`src/rtl/blk130_pkg.sv`:
```
// Package: shared constants and helpers for the 130-bit block framer.
// Assumes the header is two bits wide and that bit 0 of any frame vector
// is the first bit placed on the serial line.
package blk130_pkg;

    localparam int unsigned SYNC_W = 2;

    typedef enum logic {
        KIND_DATA = 1'b0,
        KIND_CTRL = 1'b1
    } blk_kind_e;

    // Header bits in send order (bit 0 first): data -> 0,1 ; control -> 1,0.
    function automatic logic [SYNC_W-1:0] sync_bits(input blk_kind_e kind);
        return (kind == KIND_CTRL) ? 2'b01 : 2'b10;
    endfunction

endpackage

```
`src/rtl/blk130_frame_gen.sv`:
```
// Module: builds the full frame vector from a payload and its type flag.
// Purely combinational. Frame bit 0 is sent first: the header comes first,
// then payload bit 0 through payload bit PAYLOAD_W-1, none of them altered.
module blk130_frame_gen
    import blk130_pkg::*;
#(
    parameter int unsigned PAYLOAD_W = 128,
    localparam int unsigned FRAME_W  = PAYLOAD_W + SYNC_W
) (
    input  logic                 kind_ctrl,
    input  logic [PAYLOAD_W-1:0] payload,
    output logic [FRAME_W-1:0]   frame
);

    logic [SYNC_W-1:0] hdr;

    // Pick the header pattern for the block type.
    always_comb begin
        hdr = sync_bits(kind_ctrl ? KIND_CTRL : KIND_DATA);
    end

    // Place header bits in the lowest frame positions.
    for (genvar h = 0; h < SYNC_W; h++) begin : g_hdr
        assign frame[h] = hdr[h];
    end

    // Place payload bits after the header, preserving their order.
    for (genvar i = 0; i < PAYLOAD_W; i++) begin : g_pay
        assign frame[SYNC_W + i] = payload[i];
    end

endmodule

```
`src/rtl/blk130_seq.sv`:
```
// Module: bit-position sequencer for the framer.
// Tracks whether a block is on the line and which bit is showing. It raises
// ready when idle or on the last bit, so the next frame loads with no gap.
// Assumes FRAME_W >= 2.
module blk130_seq #(
    parameter int unsigned FRAME_W = 130,
    localparam int unsigned IDX_W  = $clog2(FRAME_W),
    localparam logic [IDX_W-1:0] LAST_IDX = IDX_W'(FRAME_W - 1)
) (
    input  logic clk,
    input  logic rst_n,
    input  logic in_valid,
    output logic in_ready,
    output logic load,
    output logic shift_en,
    output logic blk_start
);

    logic             active_q;
    logic [IDX_W-1:0] idx_q;
    logic             start_q;
    logic             on_last;

    // Decode the last frame position and the handshake.
    always_comb begin
        on_last  = active_q && (idx_q == LAST_IDX);
        in_ready = !active_q || on_last;
        load     = in_valid && in_ready;
        shift_en = active_q && !on_last;
    end

    // Advance the bit position; start a new frame on each handshake.
    always_ff @(posedge clk) begin
        if (!rst_n) begin
            active_q <= 1'b0;
            idx_q    <= '0;
            start_q  <= 1'b0;
        end else begin
            start_q <= load;
            if (load) begin
                active_q <= 1'b1;
                idx_q    <= '0;
            end else if (on_last) begin
                active_q <= 1'b0;
            end else if (active_q) begin
                idx_q <= idx_q + 1'b1;
            end
        end
    end

    assign blk_start = start_q;

endmodule

```
`src/rtl/blk130_shreg.sv`:
```
// Module: output shift register.
// On load it shows frame bit 0 and keeps the rest. On each shift it shows the
// next bit. Otherwise it holds, so the line keeps its last level when idle.
module blk130_shreg #(
    parameter int unsigned FRAME_W = 130
) (
    input  logic               clk,
    input  logic               rst_n,
    input  logic               load,
    input  logic               shift_en,
    input  logic [FRAME_W-1:0] frame,
    output logic               ser_bit
);

    logic               ser_q;
    logic [FRAME_W-2:0] rest_q;

    // Load a fresh frame or step one bit toward the line.
    always_ff @(posedge clk) begin
        if (!rst_n) begin
            ser_q  <= 1'b0;
            rest_q <= '0;
        end else if (load) begin
            ser_q  <= frame[0];
            rest_q <= frame[FRAME_W-1:1];
        end else if (shift_en) begin
            ser_q  <= rest_q[0];
            rest_q <= {1'b0, rest_q[FRAME_W-2:1]};
        end
    end

    assign ser_bit = ser_q;

endmodule

```
`src/rtl/blk130_tx.sv`:
```
// Module: top of the 130-bit block framer and serializer.
// Takes a scrambled payload and a type flag through valid/ready, adds a
// two-bit header and sends one bit per clock. Assumes the upstream stage
// holds in_data/in_ctrl stable while in_valid is high and in_ready is low.
module blk130_tx
    import blk130_pkg::*;
#(
    parameter int unsigned PAYLOAD_W = 128,
    localparam int unsigned FRAME_W  = PAYLOAD_W + SYNC_W
) (
    input  logic                 clk,
    input  logic                 rst_n,
    input  logic                 in_valid,
    output logic                 in_ready,
    input  logic [PAYLOAD_W-1:0] in_data,
    input  logic                 in_ctrl,
    output logic                 ser_bit,
    output logic                 blk_start
);

    logic [FRAME_W-1:0] frame;
    logic               load;
    logic               shift_en;

    blk130_frame_gen #(.PAYLOAD_W(PAYLOAD_W)) u_frame (
        .kind_ctrl (in_ctrl),
        .payload   (in_data),
        .frame     (frame)
    );

    blk130_seq #(.FRAME_W(FRAME_W)) u_seq (
        .clk       (clk),
        .rst_n     (rst_n),
        .in_valid  (in_valid),
        .in_ready  (in_ready),
        .load      (load),
        .shift_en  (shift_en),
        .blk_start (blk_start)
    );

    blk130_shreg #(.FRAME_W(FRAME_W)) u_shreg (
        .clk      (clk),
        .rst_n    (rst_n),
        .load     (load),
        .shift_en (shift_en),
        .frame    (frame),
        .ser_bit  (ser_bit)
    );

endmodule

```
`config.mk`:
```
export PLATFORM = sky130hd
export DESIGN_NAME = blk130_tx
export DESIGN_NICKNAME = d
export VERILOG_FILES = /design/src/rtl/blk130_pkg.sv /design/src/rtl/blk130_frame_gen.sv /design/src/rtl/blk130_seq.sv /design/src/rtl/blk130_shreg.sv /design/src/rtl/blk130_tx.sv
export SDC_FILE = /design/constraint.sdc
export NUM_CORES = 1
export LEC_CHECK = 0
export ABC_CLOCK_PERIOD_IN_PS = 2900
export BUFFER_PORTS_ARGS = -buffer_cell sky130_fd_sc_hd__buf_2
export CORE_AREA = 2 2 205 147
export DETAILED_ROUTE_END_ITERATION = 16
export DIE_AREA = 0 0 207 149
export SYNTH_ARGS = -nofsm -noshare
export SYNTH_HDL_FRONTEND = slang
export SYNTH_SLANG_ARGS = --single-unit
```
`constraint.sdc`:
```
create_clock -name clk -period 2.9 [get_ports clk]
set_clock_uncertainty 0.05 [all_clocks]
set_input_delay 0.725 -clock clk [delete_from_list [all_inputs] [get_ports clk]]
set_output_delay 0.725 -clock clk [all_outputs]
set_load 0.05 [all_outputs]
```
==> impl_metrics.toml <==
[run_status]
status = "complete, no violations"

[placed_design]
dp_hpwl_microns = 10370
port_buffers = 134
place_area_sq_um = 8149
place.gp.congestion = 0.7428
place_ws_ns = 0.3086

[synth]
synth_fp_nets = 893
synthDistinctLibCells = 27
ys_warn_count = 0
syn_area_per_cell_sq_um = 9.358
yosys_register_bits = 140
ys_seq_area_share_pct = 39.46
synthCells = 759
synthesis.area_sq_um = 7103

[sta]
slew_headroom_pct = 29.05
fin_ws_ns = 0.08832
final.setup.tns_ns = 0
fmax_mhz = 355.7
fin_crit_sh_pct = 96.95
final-hold-violation-count = 0
drv_slew = 0
period_needed_ns = 2.812
worst_slew_pin_slew_ns = 1.064
rsz0062_at_grt = "false"
finalSetupViolCount = 0

[clock_tree]
cts_tree = "done"
cts.htree.levels = 4
cts_buffer_depth = 2
cts_sinks = 140
postCtsHoldBufs = 0
path_clk_slew_ns = 0.06
cts_inserted_buffers = 17
clk_latency_ns = 0.43
cts-root-buf = "clkbuf_16"

[routing]
drc = 0
routed_wl_microns = 15930
vias = 5289
ant_nets = 0
wl_per_cell_microns = 12.61
firstDrtPassIters = 6
drt-initial-drc-count = 270
vias_per_cell = 4.184

[setup_path]
crit_chain = "inv_1 > ha_1 > or4b_4 > o41a_4 > inv_4 > buf_8"
cp_max_fo = 6
cp_top_family = "simple AND/OR/NAND/NOR gates"
slowest_stage = "or4b_4"
crit_buf_inv = 3
crit_required_ns = 2.12
cp.arrival_ns = 2.04
max_stage_delay_ns = 0.47
setup.worst_path.class = "reg2out"
endpoint_kind = "output pin"
worst_setup_path_start_kind = "register"

[global_routing]
grt-ovfl-total = 0
use_met2_pct = 16.70
gr-max-usage-layer = "met2"
grt_pass1_wl_microns = 26340
grt_max_degree = 132
antenna_found_initial = 2
track_usage_pct = 10.73
use_met1_pct = 13.40
use_met3_pct = 4.863
grt_pass1_vias = 5161

[pwr]
swShare_pct = 24.93
power.switching_uw = 1234
p_comb_share_pct = 13.5
seqPwrFrac_pct = 42.7
power.density_nw_per_um2 = 565.0
power_leakage_uw = 0.003628
peakVddDrop_uv = 282.3
clkPwrFrac_pct = 43.9
p_int_uw = 3714

[final_layout]
nets = 999
fin_area_sq_um = 8757
layout-drive-gt1-share_pct = 35.19
finish.utilization_pct = 30.01
area_growth_pct = 23.29

[die]
ioPinCount = 135
die-area_sq_um = 30840
rows = 53
die_w_microns = 207
die_y_microns = 149
start_util_pct = 24.34
coreArea_sq_um = 29180

[flow_run]
max-cap-violations = 0

[hold_path]
min_path_type = "reg2reg"
## layout by cell type (no fill, tap or decap), types with 2 or more instances in the layout
master / count
buf_12: 7
ha_1: 2
a21oi_1: 4
nor2_1: 2
mux2_2: 129
dfxtp_1: 139
clkinv_2: 4
clkbuf_16: 17
and3_1: 2
or3_1: 3
bufinv_16: 2
buf_4: 5
nand4_1: 4
xor2_1: 2
o21ai_0: 3
clkinvlp_4: 4
nand3_1: 2
clkbuf_8: 3
nand2_1: 260
buf_2: 131
nand2b_1: 3
inv_1: 4
mux2i_1: 131
clkbuf_1: 2
## power groups by stage
stage / sequential (uW) / clock [uW] / combinational [uW]
CTS: 2110 / 2270 / 675
global route: 2130 / 2350 / 741
finish: 2110 / 2170 / 667
floorplan: 2140 / 0 / 491
detailed placement: 2150 / 0 / 669
global placement: 2150 / 0 / 657
## per-layer routing
layer  vias to the layer above  share of wire [%]
met5                         -               0.10
met4                         2               0.88
li1                       2769                  -
met3                        10                5.5
met2                        72                 44
met1                      2436                 49
## flip-flops by register name (all words and copies together), names as in the netlist
register	count
u_shreg.ser_bit	1
u_shreg.rest_q	129
u_seq.active_q	1
u_seq.blk_start	1
u_seq.idx_q	8
## worst reg2reg max path, delay by kind of cell, from the launching register on
family                     cells  cell delay (ns)
AOI/OAI and AO/OA              1             0.40
adders and majority gates      1             0.12
buffers and inverters          2             0.36
DFF                            1             0.34
muxes                          1             0.50
and+or+nand+nor                1             0.47
## what timing repair did
item | in CTS | in global routing
setup buffers | 0 | 0
endpoints found under the setup margin | 1 | 1
resized for setup | 5 | 3
hold endpoints to repair | 0 | 0
## kinds of logic after synthesis
kind of cell	after synthesis	share of synthesized area (%)
simple gates	279	15.43
mux	260	38.91
flops	140	39.46
buf+inv	64	4.492
compound gates	12	1.110
xor+xnor	2	0.2467
fa+ha+maj	2	0.3522
## final timing paths
| kind | from | endpoint | slack, ns | cells after the start |
|---|---|---|---|---|
| worst max-delay path | u_seq.idx_q[1]$_SDFFE_PP0P_ | in_ready | 0.09 | 6 |
| worst min-delay path | u_shreg.rest_q[26]$_SDFFE_PN0P_ | u_shreg.rest_q[25]$_SDFFE_PN0P_ | 0.40 | 2 |
| worst max register to register | u_seq.idx_q[1]$_SDFFE_PP0P_ | u_shreg.rest_q[101]$_SDFFE_PN0P_ | 0.50 | 6 |
| worst min register to register | u_shreg.rest_q[26]$_SDFFE_PN0P_ | u_shreg.rest_q[25]$_SDFFE_PN0P_ | 0.40 | 2 |
## final cells by class
cell class / instances / area, sq um
Sequential cell: 140 / 2804
Clock inverter: 11 / 118.9
Clock buffer: 21 / 460.4
Tap cell: 385 / 481.7
Multi-Input combinational cell: 555 / 3995
Fill cell: 3117 / 20420
Inverter: 5 / 21.27
Timing Repair Buffer: 146 / 873.3
Antenna cell: 1 / 2.502
## through the flow
step | power (uW) | std cells | hold slack (ns)
finish | 4948 | 1264 | 0.3977
global route | 5212 | 1263 | 0.4116
CTS | 5052 | 1263 | 0.3986
detailed placement | 2821 | 1231 | 0.3978
global placement | 2804 | 1231 | 0.3924
floorplan | 2631 | 759 | 0.3855
## cells in the mapped netlist
| library cell | count | share of area, % |
|---|---|---|
| o211ai_1 | 1 | 0.11 |
| buf_1 | 1 | 0.053 |
| nand2b_1 | 3 | 0.26 |
| o311ai_0 | 1 | 0.12 |
| nand3_1 | 2 | 0.14 |
| nand4_1 | 4 | 0.35 |
| or3_1 | 3 | 0.26 |
| o221ai_1 | 1 | 0.12 |
| and3_1 | 2 | 0.18 |
| nand2_1 | 260 | 14 |
| dfxtp_1 | 140 | 39 |
| buf_6 | 9 | 1.4 |
| a21boi_0 | 1 | 0.11 |
| o41a_1 | 1 | 0.16 |
| ha_1 | 2 | 0.35 |
| a21oi_1 | 4 | 0.28 |
| mux2_2 | 129 | 20 |
| nand4bb_1 | 1 | 0.16 |
| buf_2 | 9 | 0.63 |
| mux2i_1 | 131 | 18 |
| o21ai_0 | 3 | 0.21 |
| xor2_1 | 2 | 0.25 |
| and2_1 | 1 | 0.088 |
| or4b_1 | 1 | 0.14 |
| inv_1 | 5 | 0.26 |
| nor2_1 | 2 | 0.11 |
| clkbuf_1 | 40 | 2.1 |
No activity file was read; power rests on OpenSTA's default activity.
